==> src/rtl/wdt_pkg.sv <==
package wdt_pkg;
  localparam int CNT_W = 7;
  typedef logic [CNT_W-1:0] cnt_t;
  // control register bit positions
  localparam int CTL_WD_EN  = 0;
  localparam int CTL_IRQ_CL = 1;
  // compare register clear bit
  localparam int CMP_CLR    = 7;
endpackage

==> src/rtl/wdt_regs.sv <==
module wdt_regs
  import wdt_pkg::*;
#(
  parameter cnt_t CMP_RST = 7'h7F
) (
  input  logic       clk_i,
  input  logic       rst_ni,
  input  logic       srst_i,
  input  logic       wr_en_i,
  input  logic       wr_sel_i,
  input  logic [7:0] wr_data_i,
  input  logic       irq_set_i,
  output logic       wd_en_o,
  output cnt_t       cmp_o,
  output logic       clr_o,
  output logic       irq_o
);
  logic wr_ok;
  logic ctl_wr;
  logic cmp_wr;

  assign wr_ok  = wr_en_i & ~srst_i;
  assign ctl_wr = wr_ok & ~wr_sel_i;
  assign cmp_wr = wr_ok & wr_sel_i;
  assign clr_o  = cmp_wr & wr_data_i[CMP_CLR];

  always_ff @(posedge clk_i or negedge rst_ni) begin
    if (!rst_ni) begin
      wd_en_o <= 1'b0;
      cmp_o   <= CMP_RST;
    end else if (srst_i) begin
      wd_en_o <= 1'b0;
      cmp_o   <= CMP_RST;
    end else begin
      if (ctl_wr) wd_en_o <= wr_data_i[CTL_WD_EN];
      if (cmp_wr) cmp_o   <= wr_data_i[CNT_W-1:0];
    end
  end

  // a set on the same edge as a clear wins, so no event is lost
  always_ff @(posedge clk_i or negedge rst_ni) begin
    if (!rst_ni) begin
      irq_o <= 1'b0;
    end else if (srst_i) begin
      irq_o <= 1'b0;
    end else if (irq_set_i) begin
      irq_o <= 1'b1;
    end else if (ctl_wr && wr_data_i[CTL_IRQ_CL]) begin
      irq_o <= 1'b0;
    end
  end
endmodule

==> src/rtl/wdt_counter.sv <==
module wdt_counter
  import wdt_pkg::*;
(
  input  logic clk_i,
  input  logic rst_ni,
  input  logic srst_i,
  input  logic tick_i,
  input  logic stop_i,
  input  logic clr_i,
  input  cnt_t cmp_i,
  output cnt_t cnt_o,
  output logic match_o
);
  cnt_t cnt_q;
  cnt_t cnt_inc;
  logic step;

  assign step    = tick_i & ~stop_i & ~srst_i & ~clr_i;
  assign cnt_inc = cnt_q + CNT_W'(1);
  // 7-bit wrap makes a compare value of 0 match after 128 ticks
  assign match_o = step & (cnt_inc == cmp_i);
  assign cnt_o   = cnt_q;

  always_ff @(posedge clk_i or negedge rst_ni) begin
    if (!rst_ni) begin
      cnt_q <= '0;
    end else if (srst_i || clr_i || match_o) begin
      cnt_q <= '0;
    end else if (step) begin
      cnt_q <= cnt_inc;
    end
  end
endmodule

==> src/rtl/wdt_rst_gen.sv <==
module wdt_rst_gen #(
  parameter int RST_LEN = 4
) (
  input  logic clk_i,
  input  logic rst_ni,
  input  logic trig_i,
  input  logic sub_clk_i,
  output logic active_o,
  output logic rst_req_no,
  output logic osc_on_o
);
  localparam int PW = $clog2(RST_LEN + 1);

  logic [PW-1:0] left_q;
  logic          osc_q;

  assign active_o   = (left_q != '0);
  assign rst_req_no = ~active_o;
  assign osc_on_o   = osc_q & active_o;

  always_ff @(posedge clk_i or negedge rst_ni) begin
    if (!rst_ni) begin
      left_q <= '0;
      osc_q  <= 1'b0;
    end else if (active_o) begin
      left_q <= left_q - PW'(1);
    end else if (trig_i) begin
      left_q <= PW'(RST_LEN);
      osc_q  <= sub_clk_i;
    end else begin
      osc_q  <= 1'b0;
    end
  end
endmodule

==> src/rtl/wdt_interval_timer.sv <==
module wdt_interval_timer
  import wdt_pkg::*;
#(
  parameter int   RST_LEN = 4,
  parameter cnt_t CMP_RST = 7'h7F
) (
  input  logic         clk_i,
  input  logic         rst_ni,
  input  logic         wr_en_i,
  input  logic         wr_sel_i,
  input  logic [7:0]   wr_data_i,
  input  logic         tick_i,
  input  logic         stop_i,
  input  logic         sub_clk_i,
  output logic [CNT_W-1:0] cnt_o,
  output logic         irq_o,
  output logic         rst_req_no,
  output logic         main_osc_on_o
);
  logic wd_en;
  cnt_t cmp;
  logic clr;
  logic match;
  logic pulse_on;

  wdt_regs #(.CMP_RST(CMP_RST)) u_regs (
    .clk_i     (clk_i),
    .rst_ni    (rst_ni),
    .srst_i    (pulse_on),
    .wr_en_i   (wr_en_i),
    .wr_sel_i  (wr_sel_i),
    .wr_data_i (wr_data_i),
    .irq_set_i (match & ~wd_en),
    .wd_en_o   (wd_en),
    .cmp_o     (cmp),
    .clr_o     (clr),
    .irq_o     (irq_o)
  );

  wdt_counter u_cnt (
    .clk_i   (clk_i),
    .rst_ni  (rst_ni),
    .srst_i  (pulse_on),
    .tick_i  (tick_i),
    .stop_i  (stop_i),
    .clr_i   (clr),
    .cmp_i   (cmp),
    .cnt_o   (cnt_o),
    .match_o (match)
  );

  wdt_rst_gen #(.RST_LEN(RST_LEN)) u_rst (
    .clk_i      (clk_i),
    .rst_ni     (rst_ni),
    .trig_i     (match & wd_en),
    .sub_clk_i  (sub_clk_i),
    .active_o   (pulse_on),
    .rst_req_no (rst_req_no),
    .osc_on_o   (main_osc_on_o)
  );
endmodule

==> config.mk <==
export PLATFORM = sky130hd
export DESIGN_NAME = wdt_interval_timer
export DESIGN_NICKNAME = d
export VERILOG_FILES = /design/src/rtl/wdt_pkg.sv /design/src/rtl/wdt_regs.sv /design/src/rtl/wdt_counter.sv /design/src/rtl/wdt_rst_gen.sv /design/src/rtl/wdt_interval_timer.sv
export SDC_FILE = /design/constraint.sdc
export NUM_CORES = 1
export LEC_CHECK = 0
export CORE_UTILIZATION = 48
export DETAILED_ROUTE_END_ITERATION = 16
export GPL_ROUTABILITY_DRIVEN = 0
export PLACE_DENSITY = 0.77
export SETUP_SLACK_MARGIN = 0.15
export SLEW_MARGIN = 20
export SYNTH_ARGS = -nofsm -noshare
export SYNTH_HDL_FRONTEND = slang
export SYNTH_SLANG_ARGS = --single-unit
==> constraint.sdc <==
create_clock -name clk_i -period 4.4 [get_ports clk_i]
set_input_delay 1.32 -clock clk_i [delete_from_list [all_inputs] [get_ports clk_i]]
set_output_delay 1.32 -clock clk_i [all_outputs]
set_load 0.01 [all_outputs]
**Yosys cells after proc, flatten, opt, wreduce, memory -nomap -nowiden**

Cells that the tools add are included.

- Bitwise operators: 16
- Equal/unequal tests: 1
- Add/sub/neg operators: 2
- Reduce and logical (&&, ||, !) cells: 9
- Mux-type cells: 12

Operator list:

| kind | number |
|---|---|
| two-way mux 7 bit | 4 |
| AND 1 bit | 11 |
| nonzero test 2 bit | 4 |
| adder 7 x 1 -> 7 bit (second input constant) | 1 |
| equality test 7 bit | 1 |
| two-way mux 1 bit | 6 |
| two-way mux 3 bit | 2 |
| nonzero test 3 bit | 2 |
| inverter 1 bit | 5 |
| subtractor 3 x 1 -> 3 bit (second input constant) | 1 |
| logical OR 1 bit | 2 |
| logical AND 1 bit | 1 |

- Logic and storage cells: 46
- Output and inout port bits: 10
- Flip-flop bits (word level): 20
- Input port bits: 15

**Longest topological paths before layout**

- Depth after elaboration: 11
- Gate-level depth with buffers: 6
- Gate-level depth less buffers: 6

**Modules after synthesis**

From an unflattened synthesis, not the netlist that was laid out.

- Cells, all modules: 114
- Area total of the unflattened synthesis: 1233.7 µm²

Modules (own cells, without submodules):

| module | area each (µm²) | times used | sequential area each (µm²) | cells each |
|---|---|---|---|---|
| wdt_counter | 606.8 | 1 | 175.2 | 57 |
| wdt_regs | 406.6 | 1 | 234.0 | 33 |
| wdt_rst_gen | 203.9 | 1 | 100.1 | 22 |
| wdt_interval_timer | 16.3 | 1 | 0.0 | 2 |

**Least setup slack after synthesis**

Ideal clock, no wire load.

- Kind: reg2out
- From: reg u_rst.left_q[0]
- To: out rst_req_no
- Data required time: 3080 ps
- Slack: 1894 ps
- Path buffers: 1
- Arrival: 1186 ps
- Cell stages (with the launch flop): 4
- Path through: dfrtp_1 -> or3_4 -> inv_1 -> clkbuf_1

- Cells in the longest elaborated chain, start to end: 2

Ends and longest elaborated chain:

| item | RTL line | text |
|---|---|---|
| from (decl) | wdt_rst_gen.sv:14 | `logic [PW-1:0] left_q;` |
| from (signal assigned) | wdt_rst_gen.sv:26 | `left_q <= left_q - PW'(1);` |
| from (signal assigned) | wdt_rst_gen.sv:28 | `left_q <= PW'(RST_LEN);` |
| nonzero test 3 bit | wdt_rst_gen.sv:17 | `assign active_o = (left_q != '0);` |
| inverter 1 bit | wdt_rst_gen.sv:18 | `assign rst_req_no = ~active_o;` |
| to (decl) | wdt_interval_timer.sv:17 | `output logic rst_req_no,` |

Every way passes these cells.

**Final worst setup path**

Same ends and word-level chain as after synthesis.

==> flow_summary.toml <==
[power_and_ir_drop]
p_clk_frac = 0.148
swShare = 0.363
cellLeakagePower_nw = 0.617
p_int_w = 0.000454
p_seq_frac = 0.457
p_switching_w = 0.000258
pwr-share-comb = 0.396
p_total_w = 0.000713
worst_ir_drop_vdd_v = 0.000306
power_density_nw_per_um2 = 505

[sta]
rsz0062_at_grt = "false"
fin_crit_ps = 3360
final.setup.tns_ps = 0
worst_pin_slew_ps = 866
post-route-period-util = 0.763
slew_violations = 0
setup-violations-final = 0
max_freq_mhz = 298
hold_violations = 0
skew_ps = 7.34
max-slew-margin-rel = 0.421

[placement]
placed_cells = 166
port_buffers = 24
dp_hpwl_microns = 1730

[outcome]
status = "completed"

[critical_path]
worstSetupEndpointType = "primary output"
crit_family = "buffers and inverters"
arrival_ps = 2040
crit_path_start_kind = "flip-flop"
critPathRequiredTime_ps = 3080
path_cells = "or3_4 > inv_1 > clkdlybuf4s50_1"
worstSetupPathType = "flip-flop to primary output"
reg2reg_slack_ps = 2390
crit_slowest_cell = "clkdlybuf4s50_1"
cp_num_buf_inv = 2
slowest_delay_ps = 610
cp_max_fo = 11

[layout]
utilization = 0.639
final_cell_mix = "nand2_1 (24), clkdlybuf4s50_1 (24), dfrtp_1 (13), nor2_1 (12), nand3_1 (9)"
layout.cells.non_filler = 170
n_antenna_cell = 0
fill_cells = 198
fin_nets = 159
drive_gt1_frac = 0.134
area_growth_pct = 26.6

[logic_synthesis]
synthTopCellsByArea = "dfrtp_1 (29%), dfstp_2 (16%), nand2_1 (8.1%)"
synthFlopType = "dfrtp_1"
synth_area_sq_um = 1120
ys_types = 37
yosys.area.top_type = "dfrtp_1"
synth_seq_cells = 20
synth-edff-count = 0
ys_warn_count = 0
avgSynthCellArea_sq_um = 9.54
synthCells = 117
synth_top_area_frac = 0.291
synth-async-reset-ratio = 1.00
synth_nets = 133
seq_area_frac_synth = 0.456

[worst_hold_path]
hold_path.class = "flip-flop to flip-flop"

[clocking]
clk_pin_slew_worst_paths_ps = 110
clockRootBuffer = "clkbuf_4"
cts-htree-levels = 1
clk_latency_ps = 290
cts_setup_buffers = 0
cts_hold_buf = 0
cts_resized = 0
clock_sinks = 20
ctsLongestPathBuffers = 2
numCtsBuffers = 3
cts_tree = "yes"

[job]
cap_violations = 0

[global_routing]
grt_antenna_before_repair = 0
grt_max_degree = 21
grt.total_usage = 0.203
grt_pass1_wl_microns = 3730
gr-total-overflow = 0
grt_pass1_vias = 868

[drt]
drt_wl_total_microns = 2260
drc = 0
ant_nets = 0
dr.pass1.iters = 4
vias = 899
wl_per_cell_microns = 13.3
detail_route.iter0.violations = 15
routed_via_density = 5.29

[floorplanning]
fp.dieH_microns = 50.2
dieWidth_microns = 50.2
die_area_sq_um = 2520
start_util = 0.505
core-area_sq_um = 2210
ios = 25
core.rowCount = 17
power groups by stage:
stage / clock (W) / combinational, W / sequential (W)
final: 0.000105 / 0.000282 / 0.000325
after global routing: 0.000117 / 0.000313 / 0.000335
after CTS: 0.000108 / 0.000283 / 0.000325
after detailed placement: 0 / 0.000282 / 0.000329
after global placement: 0 / 0.000277 / 0.000327
after floorplan: 0 / 0.000194 / 0.000320
per-stage QoR:
step           setup slack (ps)  hold WS [ps]  instance area [sq um]
2_1_floorplan              1890           450                   1120
3_3_place_gp               1390           464                   1380
3_5_place_dp               1380           486                   1380
4_1_cts                    1040           502                   1410
5_1_grt                     960           524                   1410
6_report                   1040           501                   1410
worst paths after layout:
kind,from,end,cells after the start
worst min register to register,u_rst.left_q[0],u_rst.left_q[0],1
min in group asynchronous,rst_ni,u_cnt.cnt_o[3],1
worst max-delay path,u_rst.left_q[0],rst_req_no,3
max in group asynchronous,rst_ni,u_regs.irq_o,1
worst min-delay path,u_rst.left_q[0],u_rst.left_q[0],1
worst max register to register,u_cnt.cnt_o[0],u_rst.osc_q,6
cells by family (layout without fill, tap and decap cells):
logic type	Yosys count	count (layout)	synth area share
multiplexers	2	2	0.0179
XOR/XNOR	13	13	0.102
AO/OA/AOI/OAI	13	13	0.107
adder cells (fa/ha/maj)	1	1	0.0112
buffers and inverters	6	31	0.0235
AND/OR/NAND/NOR	62	62	0.283
flip-flops	20	20	0.456
area by class of cell:
| type | instances | area [sq um] | area share |
|---|---|---|---|
| multi-input combinational | 91 | 581 | 0.411 |
| sequential | 20 | 509 | 0.360 |
| timing repair buffer | 24 | 240 | 0.170 |
| clock buffer | 4 | 36.3 | 0.0257 |
| tap | 28 | 35.0 | 0.0248 |
| inverter | 3 | 11.3 | 0.00797 |
flip-flops by register name, summed over array words and instances, names as in the netlist:
name,flops
u_regs.cmp_o,7
u_rst.osc_q,1
u_cnt.cnt_o,7
u_regs.wd_en_o,1
u_rst.left_q,3
u_regs.irq_o,1
routing by layer:
metal	GRT usage	part of all wire
met1	0.259	0.47
met2	0.331	0.48
met3	0.0394	0.031
met4	0.0905	0.015
met5	0	0
cells in the mapped netlist, types with 2 or more instances:
cell type,count
dfstp_2,7
nand2_1,24
nand3_1,9
clkbuf_1,2
mux2i_1,2
o211ai_1,2
o21ai_0,3
inv_1,3
xor2_1,6
nor3_1,2
nand2b_1,2
xnor2_1,7
dfrtp_1,13
nor2_1,12
Note: power is estimated with default switching activity, not from simulation.
